`src/rtl/pwm_reload_pkg.sv`:
```
package pwm_reload_pkg;
  localparam int unsigned AW = 3;
  localparam int unsigned DW = 8;

  localparam logic [AW-1:0] A_CTRL = 3'd0;
  localparam logic [AW-1:0] A_CFG  = 3'd1;
  localparam logic [AW-1:0] A_STAT = 3'd2;
  localparam logic [AW-1:0] A_PRE  = 3'd3;
  localparam logic [AW-1:0] A_MOD  = 3'd4;
  localparam logic [AW-1:0] A_W0   = 3'd5;

  localparam int unsigned CTRL_EN   = 7;
  localparam int unsigned CTRL_IRQ  = 1;
  localparam int unsigned CTRL_LDOK = 0;
  localparam int unsigned CFG_MODE  = 0;
endpackage

```
`src/rtl/pwm_reload_regs.sv`:
```
module pwm_reload_regs
  import pwm_reload_pkg::*;
#(
  parameter int unsigned CNT_W  = 8,
  parameter int unsigned PRE_W  = 3,
  parameter int unsigned N_PINS = 2
) (
  input  logic                          clk_i,
  input  logic                          rst_ni,
  input  logic [AW-1:0]                 addr_i,
  input  logic [DW-1:0]                 wdata_i,
  input  logic                          wr_i,
  input  logic                          rd_i,
  output logic [DW-1:0]                 rdata_o,
  input  logic                          reload_i,
  output logic                          en_o,
  output logic                          irq_o,
  output logic [N_PINS-1:0]             ovr_en_o,
  output logic [N_PINS-1:0]             ovr_val_o,
  output logic [PRE_W-1:0]              pre_o,
  output logic [CNT_W-1:0]              mod_o,
  output logic [N_PINS-1:0][CNT_W-1:0]  width_o
);
  localparam int unsigned OVR_EN_LSB  = 1;
  localparam int unsigned OVR_VAL_LSB = 1 + N_PINS;

  logic mode_q, en_q, irq_en_q, ldok_q, armed_q, flag_q;
  logic [N_PINS-1:0] ovr_en_q, ovr_val_q;
  logic [PRE_W-1:0] pre_h, pre_a;
  logic [CNT_W-1:0] mod_h, mod_a;
  logic [N_PINS-1:0][CNT_W-1:0] w_h, w_a;
  logic [DW-1:0] rd_mux;

  logic wr_ctrl, rd_ctrl, wr_stat, set_ldok, load;
  assign wr_ctrl  = wr_i && addr_i == A_CTRL;
  assign rd_ctrl  = rd_i && addr_i == A_CTRL;
  assign wr_stat  = wr_i && addr_i == A_STAT;
  assign set_ldok = wr_ctrl && mode_q && wdata_i[CTRL_LDOK] && !ldok_q && armed_q;
  assign load     = reload_i && ldok_q;

  // control bits: gated by mode, armed load-okay handshake
  always_ff @(posedge clk_i or negedge rst_ni) begin
    if (!rst_ni) begin
      en_q     <= 1'b0;
      irq_en_q <= 1'b0;
      ldok_q   <= 1'b0;
      armed_q  <= 1'b0;
    end else if (!mode_q) begin
      en_q     <= 1'b0;
      irq_en_q <= 1'b0;
      ldok_q   <= 1'b0;
      armed_q  <= 1'b0;
    end else if (wr_ctrl) begin
      ldok_q   <= wdata_i[CTRL_LDOK] & (ldok_q | armed_q);
      en_q     <= set_ldok ? en_q : wdata_i[CTRL_EN];
      irq_en_q <= wdata_i[CTRL_IRQ];
      armed_q  <= 1'b0;
    end else begin
      if (load) ldok_q <= 1'b0;
      if (rd_ctrl && !ldok_q) armed_q <= 1'b1;
    end
  end

  // configuration, holding and active buffers
  always_ff @(posedge clk_i or negedge rst_ni) begin
    if (!rst_ni) begin
      mode_q    <= 1'b0;
      ovr_en_q  <= '0;
      ovr_val_q <= '0;
      pre_h     <= '0;
      mod_h     <= '0;
      w_h       <= '0;
      pre_a     <= '0;
      mod_a     <= '0;
      w_a       <= '0;
    end else begin
      if (wr_i && addr_i == A_CFG) begin
        mode_q    <= wdata_i[CFG_MODE];
        ovr_en_q  <= wdata_i[OVR_EN_LSB +: N_PINS];
        ovr_val_q <= wdata_i[OVR_VAL_LSB +: N_PINS];
      end
      if (wr_i && addr_i == A_PRE) pre_h <= wdata_i[PRE_W-1:0];
      if (wr_i && addr_i == A_MOD) mod_h <= wdata_i[CNT_W-1:0];
      for (int k = 0; k < N_PINS; k++) begin
        if (wr_i && addr_i == AW'(A_W0 + k)) w_h[k] <= wdata_i[CNT_W-1:0];
      end
      if (load) begin
        pre_a <= pre_h;
        mod_a <= mod_h;
        w_a   <= w_h;
      end
    end
  end

  always_ff @(posedge clk_i or negedge rst_ni) begin
    if (!rst_ni) flag_q <= 1'b0;
    else if (reload_i) flag_q <= 1'b1;
    else if (wr_stat && wdata_i[0]) flag_q <= 1'b0;
  end

  always_comb begin
    rd_mux = '0;
    case (addr_i)
      A_CTRL: begin
        rd_mux[CTRL_EN]   = en_q;
        rd_mux[CTRL_IRQ]  = irq_en_q;
        rd_mux[CTRL_LDOK] = ldok_q;
      end
      A_CFG: begin
        rd_mux[CFG_MODE]                = mode_q;
        rd_mux[OVR_EN_LSB +: N_PINS]    = ovr_en_q;
        rd_mux[OVR_VAL_LSB +: N_PINS]   = ovr_val_q;
      end
      A_STAT: rd_mux[0] = flag_q;
      A_PRE:  rd_mux[PRE_W-1:0] = pre_h;
      A_MOD:  rd_mux[CNT_W-1:0] = mod_h;
      default: begin
        for (int k = 0; k < N_PINS; k++) begin
          if (addr_i == AW'(A_W0 + k)) rd_mux[CNT_W-1:0] = w_h[k];
        end
      end
    endcase
  end

  always_ff @(posedge clk_i or negedge rst_ni) begin
    if (!rst_ni) rdata_o <= '0;
    else if (rd_i) rdata_o <= rd_mux;
  end

  assign en_o      = en_q;
  assign irq_o     = flag_q & irq_en_q;
  assign ovr_en_o  = ovr_en_q;
  assign ovr_val_o = ovr_val_q;
  assign pre_o     = pre_a;
  assign mod_o     = mod_a;
  assign width_o   = w_a;

  p_ctrl_cleared_r1: assert property (@(posedge clk_i) disable iff (!rst_ni)
    !mode_q |=> (!en_q && !ldok_q && !irq_en_q));
  p_active_hold_r3: assert property (@(posedge clk_i) disable iff (!rst_ni)
    !$stable(mod_a) |-> $past(load));
  p_prescale_hold_r3: assert property (@(posedge clk_i) disable iff (!rst_ni)
    !$stable(pre_a) |-> $past(load));
  p_ldok_armed_r4: assert property (@(posedge clk_i) disable iff (!rst_ni)
    $rose(ldok_q) |-> $past(armed_q));
  p_ldok_autoclr_r5: assert property (@(posedge clk_i) disable iff (!rst_ni)
    (load && !wr_ctrl) |=> !ldok_q);
  p_en_blocked_r7: assert property (@(posedge clk_i) disable iff (!rst_ni)
    (set_ldok && !en_q) |=> !en_q);
  p_flag_set_r10: assert property (@(posedge clk_i) disable iff (!rst_ni)
    reload_i |=> flag_q);
endmodule

```
`src/rtl/pwm_reload_timebase.sv`:
```
module pwm_reload_timebase #(
  parameter int unsigned CNT_W = 8,
  parameter int unsigned PRE_W = 3
) (
  input  logic             clk_i,
  input  logic             rst_ni,
  input  logic             en_i,
  input  logic [PRE_W-1:0] pre_i,
  input  logic [CNT_W-1:0] mod_i,
  output logic [CNT_W-1:0] cnt_o,
  output logic             reload_o
);
  logic             en_d;
  logic [PRE_W-1:0] pdiv;
  logic [CNT_W-1:0] cnt;
  logic             tick, wrap;

  assign tick     = pdiv == pre_i;
  assign wrap     = tick && cnt == mod_i;
  // start-up cycle counts as a reload so pending values apply from the first period
  assign reload_o = en_i && (!en_d || wrap);

  always_ff @(posedge clk_i or negedge rst_ni) begin
    if (!rst_ni) begin
      en_d <= 1'b0;
      pdiv <= '0;
      cnt  <= '0;
    end else begin
      en_d <= en_i;
      if (!en_i || !en_d) begin
        pdiv <= '0;
        cnt  <= '0;
      end else if (tick) begin
        pdiv <= '0;
        cnt  <= wrap ? '0 : cnt + 1'b1;
      end else begin
        pdiv <= pdiv + 1'b1;
      end
    end
  end

  assign cnt_o = cnt;

  p_cnt_in_range_r9: assert property (@(posedge clk_i) disable iff (!rst_ni)
    en_i |-> cnt <= mod_i);
  p_stopped_at_zero_r8: assert property (@(posedge clk_i) disable iff (!rst_ni)
    !en_i |=> cnt == '0);
endmodule

```
`src/rtl/pwm_reload_out.sv`:
```
module pwm_reload_out #(
  parameter int unsigned CNT_W  = 8,
  parameter int unsigned N_PINS = 2
) (
  input  logic                         en_i,
  input  logic [CNT_W-1:0]             cnt_i,
  input  logic [N_PINS-1:0][CNT_W-1:0] width_i,
  input  logic [N_PINS-1:0]            ovr_en_i,
  input  logic [N_PINS-1:0]            ovr_val_i,
  output logic [N_PINS-1:0]            pwm_o
);
  for (genvar k = 0; k < N_PINS; k++) begin : g_pin
    assign pwm_o[k] = ovr_en_i[k] ? ovr_val_i[k] : (en_i && cnt_i < width_i[k]);
  end
endmodule

```
`src/rtl/pwm_reload_ctrl.sv`:
```
module pwm_reload_ctrl
  import pwm_reload_pkg::*;
#(
  parameter int unsigned CNT_W  = 8,
  parameter int unsigned PRE_W  = 3,
  parameter int unsigned N_PINS = 2
) (
  input  logic              clk_i,
  input  logic              rst_ni,
  input  logic [AW-1:0]     addr_i,
  input  logic [DW-1:0]     wdata_i,
  input  logic              wr_i,
  input  logic              rd_i,
  output logic [DW-1:0]     rdata_o,
  output logic              irq_o,
  output logic [N_PINS-1:0] pwm_o
);
  logic                         en, reload;
  logic [N_PINS-1:0]            ovr_en, ovr_val;
  logic [PRE_W-1:0]             pre;
  logic [CNT_W-1:0]             modulus, cnt;
  logic [N_PINS-1:0][CNT_W-1:0] width;

  pwm_reload_regs #(.CNT_W(CNT_W), .PRE_W(PRE_W), .N_PINS(N_PINS)) u_regs (
    .clk_i, .rst_ni, .addr_i, .wdata_i, .wr_i, .rd_i, .rdata_o,
    .reload_i (reload),
    .en_o     (en),
    .irq_o,
    .ovr_en_o (ovr_en),
    .ovr_val_o(ovr_val),
    .pre_o    (pre),
    .mod_o    (modulus),
    .width_o  (width)
  );

  pwm_reload_timebase #(.CNT_W(CNT_W), .PRE_W(PRE_W)) u_tb (
    .clk_i, .rst_ni,
    .en_i    (en),
    .pre_i   (pre),
    .mod_i   (modulus),
    .cnt_o   (cnt),
    .reload_o(reload)
  );

  pwm_reload_out #(.CNT_W(CNT_W), .N_PINS(N_PINS)) u_out (
    .en_i     (en),
    .cnt_i    (cnt),
    .width_i  (width),
    .ovr_en_i (ovr_en),
    .ovr_val_i(ovr_val),
    .pwm_o
  );
endmodule

```
`config.mk`:
```
export PLATFORM = sky130hd
export DESIGN_NAME = pwm_reload_ctrl
export DESIGN_NICKNAME = d
export VERILOG_FILES = /design/src/rtl/pwm_reload_pkg.sv /design/src/rtl/pwm_reload_regs.sv /design/src/rtl/pwm_reload_timebase.sv /design/src/rtl/pwm_reload_out.sv /design/src/rtl/pwm_reload_ctrl.sv
export SDC_FILE = /design/constraint.sdc
export NUM_CORES = 1
export LEC_CHECK = 0
export ABC_AREA = 1
export ABC_CLOCK_PERIOD_IN_PS = 1500
export BUFFER_PORTS_ARGS = -buffer_cell sky130_fd_sc_hd__buf_2
export CAP_MARGIN = 10
export CORE_ASPECT_RATIO = 1.25
export CORE_MARGIN = 4
export CORE_UTILIZATION = 45
export DETAILED_ROUTE_END_ITERATION = 8
export PLACE_DENSITY = 0.73
export RECOVER_POWER = 50
export SYNTH_ARGS = -nofsm -noshare
export SYNTH_HDL_FRONTEND = slang
export SYNTH_SLANG_ARGS = --single-unit
```
`constraint.sdc`:
```
create_clock -name clk_i -period 1.5 [get_ports clk_i]
set_clock_uncertainty 0.1 [all_clocks]
set_input_delay 0.15 -clock clk_i [delete_from_list [all_inputs] [get_ports clk_i]]
set_output_delay 0.15 -clock clk_i [all_outputs]
set_load 0.1 [all_outputs]
```
; ---- After elaboration in Yosys (flattened, before gate mapping)
; Cells that the tools add are included.
[classes]
n_addsub = 2
order_cmp = 2
eq_ne = 12
muxes = 28
n_bitwise = 3
n_reduce_logical = 32
[ops]
columns = op, n
row1 = two-way mux 8 bit, 5
row2 = logical AND 1 bit, 19
row3 = < comparator 8 bit, 2
row4 = two-way mux 1 bit, 15
row5 = one-hot mux 1 bit (5 select lines), 2
row6 = == test 3 bit (second input constant), 3
row7 = adder 8 x 1 -> 8 bit (second input constant), 1
row8 = == test 8 bit, 1
row9 = == test 3 x 2 -> 1 bit (second input constant), 2
row10 = two-way mux 3 bit, 2
row11 = != test 3 bit (second input constant), 2
row12 = one-hot mux 2 bit (3 select lines), 1
row13 = OR reduction 3 bit, 2
row14 = != test 2 bit (second input constant), 2
row15 = one-hot mux 1 bit (4 select lines), 1
row16 = one-hot mux 2 bit (2 select lines), 1
row17 = nonzero test 2 bit, 2
row18 = OR reduction 4 bit, 1
row19 = adder 3 x 1 -> 3 bit (second input constant), 1
row20 = == test 3 x 1 -> 1 bit (second input constant), 1
row21 = == test 3 bit, 1
row22 = zero test 1 bit, 3
row23 = zero test 3 bit, 1
row24 = one-hot mux 1 bit (3 select lines), 1
row25 = other kinds (5), 7
[totals]
reg_bits = 84
out_inout_bits = 11
wordCells = 99

; ---- Longest topological paths before layout
; Gate-level depths: netlist of run 1.
[logic_depth]
ltp_word = 9
depth_mapped = 12

; ---- Modules after synthesis
; A second synthesis of run 1 with hierarchy kept.
[hier_totals]
hier_cells = 513
hier_area_um2 = 4440.5
[modules_own_cells]
columns = module, instances, cells_per_inst, area_each_um2, seq_area_each_um2
row1 = pwm_reload_regs, 1, 322, 3190.6, 1801.7
row2 = pwm_reload_timebase, 1, 122, 840.8, 300.3
row3 = pwm_reload_out, 1, 69, 409.1, 0.0

; ---- Least setup slack after synthesis of run 1
; No wires, ideal clock.
[synth_timing]
path_type = reg-to-output
start = register u_tb.cnt[5], in the netlist u_tb.cnt_o[5]
end = output pwm_o[0]
arrival_ns = 3.241
setup_slack_ns = -1.991
path_stages_with_launch = 7
n_path_buf = 0
cell_sequence = dfrtp_1 ha_1 a21oi_1 nor2_1 a211oi_1 nand3_1 o21ai_0
[synth_between]
elab_chain_len = 3
[synth_rtl]
columns = item, line
row1 = "start, declared", pwm_reload_timebase.sv:15  ; logic [CNT_W-1:0] cnt;
row2 = "start signal, assigned", pwm_reload_timebase.sv:35  ; cnt <= wrap ? '0 : cnt + 1'b1;
row3 = < comparator 8 bit, pwm_reload_out.sv:13  ; assign pwm_o[k] = ovr_en_i[k] ? ovr_val_i[k] : (en_i && cnt_i < width_i[k]);
row4 = logical AND 1 bit, pwm_reload_out.sv:13
row5 = two-way mux 1 bit, pwm_reload_out.sv:13
row6 = "end, declared", pwm_reload_ctrl.sv:16  ; output logic [N_PINS-1:0] pwm_o
; No other way between the ends.

; ---- Worst setup path after layout of run 1
[layout_timing]
start = register u_regs.w_a (netlist bit u_regs.width_o[13])
end = output pwm_o[1]
[layout_between]
elab_chain_len = 3
[layout_rtl]
columns = item, line
row1 = "start, declared", pwm_reload_regs.sv:31  ; logic [N_PINS-1:0][CNT_W-1:0] w_h, w_a;
row2 = "start signal, assigned", pwm_reload_regs.sv:90  ; w_a <= w_h;
row3 = < comparator 8 bit, pwm_reload_out.sv:13
row4 = logical AND 1 bit, pwm_reload_out.sv:13
row5 = two-way mux 1 bit, pwm_reload_out.sv:13
; No other way between the ends.

==> out/results.txt, run 1 <==
Cell class contributing the biggest share of worst-path delay: compound AO/OA/AOI/OAI gates. The net count of the finished layout is 618. Post-place instance area: 4820 µm².

The H-tree generated during clock tree synthesis spans 3 levels. Worst min-delay path startpoint: wdata_i[0]. The tools report the worst path setup slack after routing as -790 ps. The slowest stage of the critical path belongs to the cell sky130_fd_sc_hd__dfrtp_1. The synthesized net count is 549, and the post-detailed-route DRC marker count is 0. For the length of the first detailed-routing pass in iterations, the log shows 5.

In this run the critical register-to-register path is launched from u_tb.cnt_o[5]. Setup violations remaining at the end of the flow were counted as 39. The number of buffers and inverters on the critical path is 2. The signal on the critical path passes through inv_2, ha_4, a21oi_2, nor2_1, a211oi_2, nand3_2, o21ai_4, buf_12. The maximum fanout along the worst path is 2.

For this run the aggregate overflow at the end of global routing stands at 0. Relative to the synthesized area, the layout overhead comes to 27.1%. For the number of pins with negative max-slew slack in the final report, the log shows 0. Setup repair after global routing could not meet its margin everywhere. In the final routed layout, each cell accounts on average for 16.6 µm.

The portion of the clock cycle consumed by the worst path in the final layout came out at 1.53. The number of cells traversed by the worst register-to-register path came out at 12. The die covers 11,200 µm². Clock period minus worst slack: 2290 ps.

The run gives 5460 µm² as the design area. The sequential element share of the synthesized area came out at 0.489. Wires add up to 11.9 mm. Counting flops and latches in the post-synthesis netlist gives 84. The checks that failed: setup timing. The tool flagged a number of max-cap violations equal to 0. Number of routed nets with antenna violations: 0.

By startpoint and endpoint, the worst setup path is classified as register to output port. TritonCTS built the clock tree. The post-synthesis average cell area is 8.29 µm², and the final hold violation count is 0.

Summed over all nets, the half-perimeter wirelength after detailed placement is 7.31 mm. The worst hold path was traced through 3 stages. The synthesized netlist occupies a cell area of 4300 µm². The logs give 9220 µm² for the area of the core and 0 for the number of diodes added for antenna fixing. Pin placement for this block handled 26 I/O pins.

Synthesis instantiated 28 different standard cells from the library. For the global-route wire length before repair, the log shows 18.7 mm. STA puts the critical path data arrival time at 2040 ps. The starting density of the core was 0.466. The maximum number of pins on one net before global-route repair came out at 28.

The tools report the number of global-route vias before repair as 3,897. The clock-pin slew on the worst setup and hold paths is 60 ps, and the overall via count from detail_route is 3,969. STA classifies the critical path endpoint as an output port. In this run the register-to-register setup slack is -380 ps. The congestion estimate from routability-driven global placement came to 0.927.

The worst slew margin relative to its limit is 0.569, and the critical path data required time is 1250 ps. Fraction of final layout cells with drive strength greater than 1: 0.250. The run gives 518 as the post-synthesis instance total. The placement-stage worst setup slack is -428 ps.

The worst hold path belongs to the class input pin to register. In this run the power density over the cells is 994 nW/µm². The width of the chip works out to 95.4 µm.

In this run the tool buffered the top-level ports with 25 buffer cells. For the pin with the worst max-slew slack, the measured transition is 646 ps. The row count was 39; the y dimension of the die was 117 µm. In this run, CTS created clock tree buffers numbering 9. IR analysis of the VDD net gives a maximum drop of 1.03 mV.

First-iteration detailed-routing DRC count: 375. The flow ran to the end, but the final reports show violations. The destination of the worst register-to-register timing path is u_regs.mod_o[7].

For this design, the sink count on the clock tree is 84. In this design, the stage delay of the slowest critical-path cell is 400 ps. The worst hold path terminates at u_regs.ldok_q.

The clock reaches the later pin of the worst-skew pair after 340 ps. The cell sitting at the root of the clock tree is a sky130_fd_sc_hd__clkbuf_16. The run gives 2 as the maximum clock path buffer count.

Maximum achievable frequency: 437 MHz. The tools report the startpoint kind of the worst setup timing path as a register. For the initial antenna violation count, the log shows 0. The Yosys step of the flow raised 0 warnings. The logs give 2.72 nW for the static leakage and 0.217 for the all-layer global routing usage.

In the routed layout, each cell is associated on average with a via count of 5.55.
==> where the power goes <==
| group | switching, mW | leakage (nW) | total (mW) | internal (mW) |
|---|---|---|---|---|
| logic | 0.540 | 1.48 | 0.739 | 0.199 |
| registers | 0.193 | 1.11 | 2.66 | 2.47 |
| clock network | 0.860 | 0.131 | 2.02 | 1.16 |
| total | 1.59 | 2.72 | 5.43 | 3.83 |
==> registers in the layout, summed over array words and instances, names as in the netlist <==
| name | cells |
|---|---|
| u_regs.w_h | 16 |
| u_tb.pdiv | 3 |
| u_regs.mod_o | 8 |
| u_regs.mode_q | 1 |
| u_regs.mod_h | 8 |
| u_regs.flag_q | 1 |
| u_regs.ldok_q | 1 |
| u_regs.width_o | 16 |
| u_regs.pre_h | 3 |
| u_tb.cnt_o | 8 |
| u_regs.en_o | 1 |
| u_tb.en_d | 1 |
| u_regs.ovr_en_o | 2 |
| u_regs.ovr_val_o | 2 |
| u_regs.irq_en_q | 1 |
| u_regs.rdata_o | 8 |
| u_regs.armed_q | 1 |
| u_regs.pre_o | 3 |
==> final cells by class <==
cell class | count | area, µm²
flip-flops and latches | 84 | 2110
repair buffers | 77 | 622
fillers | 734 | 3760
clock buffers | 14 | 254
inverters | 54 | 203
multi-input cells | 361 | 2110
well taps | 123 | 154
clock inverters | 2 | 10.0
==> cells in the mapped netlist, drive strengths merged <==
cell type  count  area share
nand2        172        0.15
dfrtp         84        0.49
inv           54       0.047
o21ai         48       0.056
nand4         34       0.050
nand3         33       0.041
nor2          23       0.024
ha            16       0.047
buf           15       0.032
a21oi          8      0.0093
clkbuf         7      0.0061
xnor2          6       0.012
xor2           6       0.012
a31oi          3      0.0044
a211oi         2      0.0035
a41oi          2      0.0041
nor3           2      0.0023
o2111ai        2      0.0041
a31o           1      0.0020
==> logic make-up (layout without fill, tap and decap cells) <==
family | after synthesis | after routing | synth area share
xor+xnor | 12 | 12 | 0.0245
buf+inv | 76 | 147 | 0.0851
compound gates | 66 | 66 | 0.0833
flops | 84 | 84 | 0.489
fa+ha+maj | 16 | 16 | 0.0466
simple gates | 264 | 267 | 0.271
==> layout by cell type (no fill, tap or decap), drive strengths merged, types with 8 or more instances in the layout <==
master  Yosys  routed
nand4      34      34
nor2       23      23
buf        15      68
dfrtp      84      84
nand2     172     172
o21ai      48      48
clkbuf      7      20
a21oi       8       8
inv        54      54
nand3      33      36
ha         16      16
==> repair_timing <==
item	in CTS	in global routing
gates cloned	4	0
pin swaps	7	17
hold buffers	3	0
buffers inserted	3	0
hold endpoints to repair	86	0
endpoints found under the setup margin	39	45
gates resized for setup	31	36
==> worst max-delay path by stage <==
stage	startpoint	end	slack (ps)	cells after the start
2_1_floorplan	u_tb.cnt_o[5]	pwm_o[0]	-490	6
3_3_place_gp	u_tb.cnt_o[5]	pwm_o[0]	-340	7
3_5_place_dp	u_tb.cnt_o[5]	pwm_o[0]	-430	7
4_1_cts	u_tb.cnt_o[5]	pwm_o[1]	-760	7
5_1_grt	u_regs.width_o[13]	pwm_o[1]	-830	8
6_report	u_regs.width_o[13]	pwm_o[1]	-790	8
==> metal layers <==
layer | vias to the layer above | track usage | wire length, µm
met5 | - | 0 | 0
met4 | 0 | 0.113 | 476
met3 | 44 | 0.0364 | 679
met2 | 169 | 0.393 | 6320
met1 | 1914 | 0.244 | 4380
li1 | 1842 | - | -
==> through the flow <==
stage               power, mW  instances  setup TNS [ps]   util  hold slack [ps]
finish                   5.43        715          -11190  0.592             21.2
global route             5.64        715          -14410  0.592             32.8
CTS                      5.44        715          -10130  0.580             17.2
detailed placement       3.42        689          -12660  0.522            -15.9
global placement         3.40        689          -10220  0.522            -21.7
floorplan                3.16        518           -1970      -             -246
==> tightest hold or removal path: cells and delay by family <==
family	cells	cell delay, ps
buffers and inverters	1	120
AOI/OAI and AO/OA	1	90
and+or+nand+nor	1	60
No activity file was read; power rests on OpenSTA's default activity.
==> run 2, diff against run 1 <==
- CORE_UTILIZATION: 45 -> 50
- PLACE_DENSITY: 0.73 -> 0.79
==> run 2 against run 1 <==
  * The flow still finishes with violations (setup timing)
  * Count of clock-buffer cells in the layout shrank 2
  * Global-route usage is 2.7 points higher
  * Combinational power grew 2%
  * Sequential cell count is the same
==> out/results.txt, run 2 (synthesized netlist as in run 1, its figures left out) <==
Startpoint kind of the worst setup timing path: a register. The y dimension of the die works out to 112 µm (-4.8%). The logs give 2.72 nW (-0.19%) for the static leakage and 9 (unchanged) for the number of buffers inserted during clock tree synthesis. The run gives -849 ps (-58.1 ps) as the worst path setup slack after routing.

The overall via count from detail_route was 4,042 (+1.8%); the initial antenna violation count was 0 (unchanged). The library cell used most frequently in the layout, excluding fill and tap cells, is sky130_fd_sc_hd__nand2_1. The sink count of the clock tree came out at 84 (unchanged).

For the maximum achievable frequency, the log shows 426 MHz (-2.5%). The worst ir drop on vdd was 0.793 mV (-23%); the data arrival at the endpoint of the critical path was 2100 ps (+60 ps). The number of cells traversed by the worst register-to-register path came out at 14 (+2). Setup repair after global routing could not meet its margin everywhere.

The logs give 5.09 mW (-6.2%) for the total power and 26 (unchanged) for the number of placed I/O pins. Relative to the synthesized area, the layout overhead comes to 27.6%. The clock-pin slew on the worst setup and hold paths works out to 80 ps (+20 ps). The critical path data required time came out at 1250 ps (about the same). The maximum fanout along the worst path was 3 (+1). The run gives 0.464 (-0.106) as the worst slew margin relative to its limit.

The logs give 369 (-1.6%) for the first-iteration detailed-routing DRC count and 10,100 µm² (-9.3%) for the die outline area. The placed wire-length estimate is 7.38 mm (+0.96%), and the number of diodes added for antenna fixing is 0 (unchanged). The worst setup path is captured at an output port. The clock period minus worst slack was 2350 ps (+58.1 ps); the portion of the clock cycle consumed by the worst path in the final layout was 1.57 (+0.0388). The cell count of the worst hold path was 3 (unchanged); the length of the first detailed-routing pass in iterations was 6 (+1).

The tools report the number of H-tree branching levels as 3 (unchanged). The critical path is of the register to output port type. The run gives 0.518 (+0.0526) as the starting density of the core. Number of max-cap violations: 0 (unchanged). For the maximum number of pins on one net before global-route repair, the log shows 38 (+36%). The flow ran to the end, but the final reports show violations.

The number of vias per cell works out to 5.82 (+4.9%). The number of pins with negative max-slew slack in the final report came out at 0 (unchanged). The fraction of final layout cells with drive strength greater than 1 works out to 0.288 (+0.0381). The run gives 0 (unchanged) as the post-detailed-route DRC marker count. The width of the chip works out to 90.9 µm (-4.7%). The row count is 37 (-5.1%), and the final hold violation count is 0 (unchanged). The leftover overflow at the end of global routing was 0 (unchanged); the final weighted congestion of routability-driven global placement was 0.911 (-1.7%). For the post-detailed-routing wire length, the log shows 12.4 mm (+4.8%).

Global-route wire length before repair: 19.9 mm (+6.7%). The count of endpoints failing setup in the final report came out at 39 (unchanged). Maximum clock path buffer count: 2 (unchanged). The number of nets in the layout was 623 (+0.81%). The cell sitting at the root of the clock tree is a sky130_fd_sc_hd__clkbuf_8. The post-place instance area came out at 4750 µm² (-1.3%). The power density over the cells is 929 nW/µm² (-6.6%). Total of buffers placed on input and output ports: 25 (unchanged). In the layout the commonest cells are 136 x sky130_fd_sc_hd__nand2_1, 79 x sky130_fd_sc_hd__dfrtp_1, 47 x sky130_fd_sc_hd__inv_1. Design area: 5480 µm² (+0.46%). The average detailed-routed wire length per instance works out to 17.9 µm (+8.0%). The number of routed nets with antenna violations is 0 (unchanged). TritonCTS built the clock tree.

The slew at the pin with the worst max-slew slack works out to 804 ps (+158 ps). The final reports fail on setup timing. The clock latency reported for the late side of the worst-skew pair was 370 ps (+30 ps). The logs give 0.245 (+0.0273) for the all-layer global routing usage and 8290 µm² (-10%) for the area of the core. The tools report the number of global-route vias before repair as 4,240 (+8.8%). The worst hold path belongs to the class input pin to register.
run 2: metal layers:
layer	wire length (µm)	vias to the layer above	track usage
met5	0	-	0
met4	796	0	0.150
met3	662	79	0.0486
met2	6530	193	0.438
met1	4440	1916	0.263
li1	-	1854	-
run 2: path summary, 6_finish.rpt:
| kind | from | end | slack [ps] |
|---|---|---|---|
| worst max-delay path | u_tb.cnt_o[5] | pwm_o[1] | -850 |
| worst min-delay path | wdata_i[4] | u_regs.w_h[4] | 7 |
| worst max register to register | u_tb.cnt_o[5] | u_regs.width_o[6] | -510 |
| worst min register to register | u_regs.rdata_o[3] | u_regs.rdata_o[3] | 390 |
| max in group asynchronous | rst_ni | u_tb.cnt_o[7] | 170 |
| min in group asynchronous | rst_ni | u_tb.pdiv[0] | 300 |
run 2: worst max-delay path, stage by stage (launching register included):
cell and delay [ps]:
sky130_fd_sc_hd__dfrtp_2 460, sky130_fd_sc_hd__ha_4 230, sky130_fd_sc_hd__a21oi_2 160, sky130_fd_sc_hd__nor2_1 80
sky130_fd_sc_hd__a211oi_2 260, sky130_fd_sc_hd__nand3_2 160, sky130_fd_sc_hd__o21ai_4 190, sky130_fd_sc_hd__buf_12 190
run 2: final cells by class:
cell class                      instances  area, µm²
Clock inverter                          4       47.5
Sequential cell                        84       2110
Tap cell                               97        121
Inverter                               54        203
Timing Repair Buffer                   82        659
Fill cell                             577       2800
Clock buffer                           12        155
Multi-Input combinational cell        361       2190
run 2: repair_timing:
action                                  4_1_cts  5_1_grt
gates resized for setup                      43       56
endpoints found under the hold margin        43        0
endpoints found under the setup margin       40       41
setup buffers                                 7        4
pin swaps                                     6       24
hold buffers                                  4        0
cloned                                        5        0
run 2: power breakdown:
part	leakage, nW	internal, mW	switching [mW]	total (mW)
combinational	1.51	0.201	0.551	0.752
sequential	1.11	2.47	0.200	2.67
clock	0.102	0.856	0.817	1.67
total	2.72	3.52	1.57	5.09
run 2: stage by stage:
step | TNS (ps) | utilization | setup slack, ps | cells | hold slack (ps)
global route | -19560 | 0.662 | -907 | 694 | 17.6
floorplan | -1970 | - | -492 | 518 | -246
finish | -16120 | 0.662 | -849 | 694 | 6.56
global placement | -9910 | 0.574 | -336 | 659 | 13.4
detailed placement | -12890 | 0.574 | -456 | 659 | 17.5
CTS | -14010 | 0.635 | -770 | 690 | 0.273
==> run 3, diff against run 2 <==
- PLACE_DENSITY: 0.79 -> 0.72
==> run 3 against run 2 <==
  * Global-route usage shrank 2.0 points
  * The flow still finishes with violations (setup timing)
  * Utilization is 0.57 points lower
  * Highest routed layer unchanged
  * Fmax down 0.33%
  * Count of clock-buffer cells in the layout stayed put
  * Clock power is 13% higher
  * Register-to-register slack improved by 120 ps
  * Final area shrank 0.87%
  * Via count down 4.8%
  * Largest cell class unchanged
  * Die area unchanged
  * Critical path type unchanged
  * First-iteration DRC count down 13%
  * Critical path depth increased by 1
  * Sequential share of layout area rose by 0.36 points
==> out/results.txt, run 3 (synthesized netlist as in run 1, its figures left out) <==
The run finished, with violations left. The checks that failed: setup timing. The worst setup path is captured at an output port. The slew at the pin with the worst max-slew slack was 718 ps (-86.3 ps); the maximum clock path buffer count was 2 (unchanged). The data arrival at the endpoint of the critical path was 2110 ps (about the same); the static leakage was 2.71 nW (-0.21%). The number of placed I/O pins was 26 (unchanged); the total power was 5.29 mW (+3.9%). The startpoint kind of the worst setup timing path is a register. The run gives 424 MHz (-0.33%) as the maximum achievable frequency. The total of buffers placed on input and output ports was 25 (unchanged); the clock-pin slew on the worst setup and hold paths was 80 ps (about the same). The cell chosen for the clock root was sky130_fd_sc_hd__clkbuf_8. The global-route wire length before repair is 18.4 mm (-7.5%), and the number of global-route vias before repair is 3,872 (-8.7%). Average detailed-routed wire length per instance: 16.5 µm (-7.8%). Setup repair after global routing could not meet its margin everywhere. The y dimension of the die was 112 µm (unchanged). For this design, the slowest cell found on the critical path is sky130_fd_sc_hd__dfrtp_1.

Leftover overflow at the end of global routing: 0 (unchanged). The worst slew margin relative to its limit is 0.521 (+0.0575). For the number of H-tree branching levels, the log shows 3 (unchanged).

Post-detailed-routing wire length: 11.4 mm (-8.5%). The tools report the number of diodes added for antenna fixing as 0 (unchanged). The path category of the worst min-delay check was input pin to register. The overall via count from detail_route is 3,849 (-4.8%), and the number of nets in the layout is 618 (-0.80%).

The run gives 0.225 (-0.0200) as the all-layer global routing usage. The portion of the clock cycle consumed by the worst path in the final layout works out to 1.57 (+0.00524). The worst ir drop on vdd is 0.850 mV (+7.2%), and the number of vias per cell is 5.59 (-4.1%). The logs give 0.873 (-4.2%) for the final weighted congestion of routability-driven global placement and 84 (unchanged) for the sink count of the clock tree. The final hold violation count came out at 0 (unchanged).

The maximum fanout along the worst path came out at 2 (-1). Initial antenna violation count: 0 (unchanged). The length of the first detailed-routing pass in iterations was 5 (-1).

The die outline area was 10,100 µm² (unchanged). The number of pins with negative max-slew slack in the final report is 0 (unchanged). The reg-to-reg setup timing slack was -390 ps (+120 ps); the fraction of final layout cells with drive strength greater than 1 was 0.258 (-0.0297). The clock period minus worst slack was 2360 ps (+7.86 ps). The tools report the number of routed nets with antenna violations as 0 (unchanged). The critical path data required time was 1250 ps (about the same); the number of buffers inserted during clock tree synthesis was 9 (unchanged). The sum of negative setup slack came out at -12,200 ps (+3920 ps). Traced cell by cell, the critical path runs through inv_2, ha_4, a21oi_2, nor2_1, a211oi_2, nand3_2, o21ai_4, buf_12. The clock latency reported for the late side of the worst-skew pair was 370 ps (about the same); the maximum cell stage delay along the critical path was 410 ps (-50 ps). The run gives 37 (unchanged) as the row count. The starting density of the core is 0.518 (unchanged). The class of the most critical setup path was register to output port. For the first-iteration detailed-routing DRC count, the log shows 320 (-13%). The run gives 0 (unchanged) as the post-detailed-route DRC marker count. The run gives 8290 µm² (unchanged) as the area of the core.

The area growth from synthesis to layout is 26.5%. The worst hold slack was 21.2 ps (+14.6 ps). The logs give 34 (-11%) for the maximum number of pins on one net before global-route repair and 0 (unchanged) for the number of max-cap violations. Most common cell after layout, fill and taps aside: sky130_fd_sc_hd__nand2_1.

The worst path setup slack after routing was -856 ps (-7.86 ps). The run gives 7.17 mm (-2.9%) as the placed wire-length estimate. The fill cell total of the finished layout is 620 (+7.5%), and the power density over the cells is 973 nW/µm² (+4.8%). TritonCTS built the clock tree. The run gives 39 (unchanged) as the count of endpoints failing setup in the final report.

In the layout the commonest cells are 148 x sky130_fd_sc_hd__nand2_1, 78 x sky130_fd_sc_hd__dfrtp_1, 48 x sky130_fd_sc_hd__inv_1. The width of the chip is 90.9 µm (unchanged).
## run 3: cell type report
cell class / count / area (µm²) / share of cell area
Tap cell: 97 / 121 / 0.0223
Clock inverter: 4 / 70.1 / 0.0129
Clock buffer: 12 / 165 / 0.0304
Multi-Input combinational cell: 361 / 2120 / 0.391
Sequential cell: 84 / 2110 / 0.388
Inverter: 54 / 203 / 0.0373
Timing Repair Buffer: 77 / 642 / 0.118
## run 3: metal layers
layer,routed length (µm),global-route usage
met3,484,0.0338
met4,399,0.0865
met1,4600,0.274
met2,5890,0.399
met5,0,0
## run 3: what timing repair did
action	CTS	global route
pin swaps	1	17
hold buffers	5	0
buffers inserted	4	2
setup endpoints to repair	40	40
gates resized for setup	28	48
cloned	5	0
endpoints found under the hold margin	91	0
## run 3: worst paths after layout
kind                                         start           endpoint  cells past startpoint
worst max-delay path            u_regs.width_o[13]           pwm_o[1]                      8
min in group asynchronous                   rst_ni      u_tb.cnt_o[4]                      2
max in group asynchronous                   rst_ni      u_tb.cnt_o[7]                      3
worst min-delay path                    wdata_i[3]     u_regs.w_h[11]                      3
worst max register to register       u_tb.cnt_o[4]  u_regs.width_o[2]                     14
worst min register to register   u_regs.rdata_o[4]  u_regs.rdata_o[4]                      2
## run 3: per-stage QoR
step	setup slack, ps	util	area [µm²]	instances
after CTS	-771	0.635	5270	687
final	-856	0.656	5440	689
after detailed placement	-389	0.572	4740	657
after floorplan	-492	-	4320	518
after global routing	-913	0.656	5440	689
after global placement	-337	0.572	4740	657
## run 3: power breakdown
part | switching [mW] | total, mW | internal [mW]
combinational | 0.540 | 0.739 | 0.199
sequential | 0.204 | 2.67 | 2.47
clock | 0.813 | 1.88 | 1.07
total | 1.56 | 5.29 | 3.73
## run 3: critical path: cells and delay by family, from the launching register on
kind | cells | cell delay (ps)
flip-flops | 1 | 410
adder cells (fa/ha/maj) | 1 | 210
AND/OR/NAND/NOR | 2 | 270
buffers and inverters | 2 | 270
AO/OA/AOI/OAI | 3 | 590
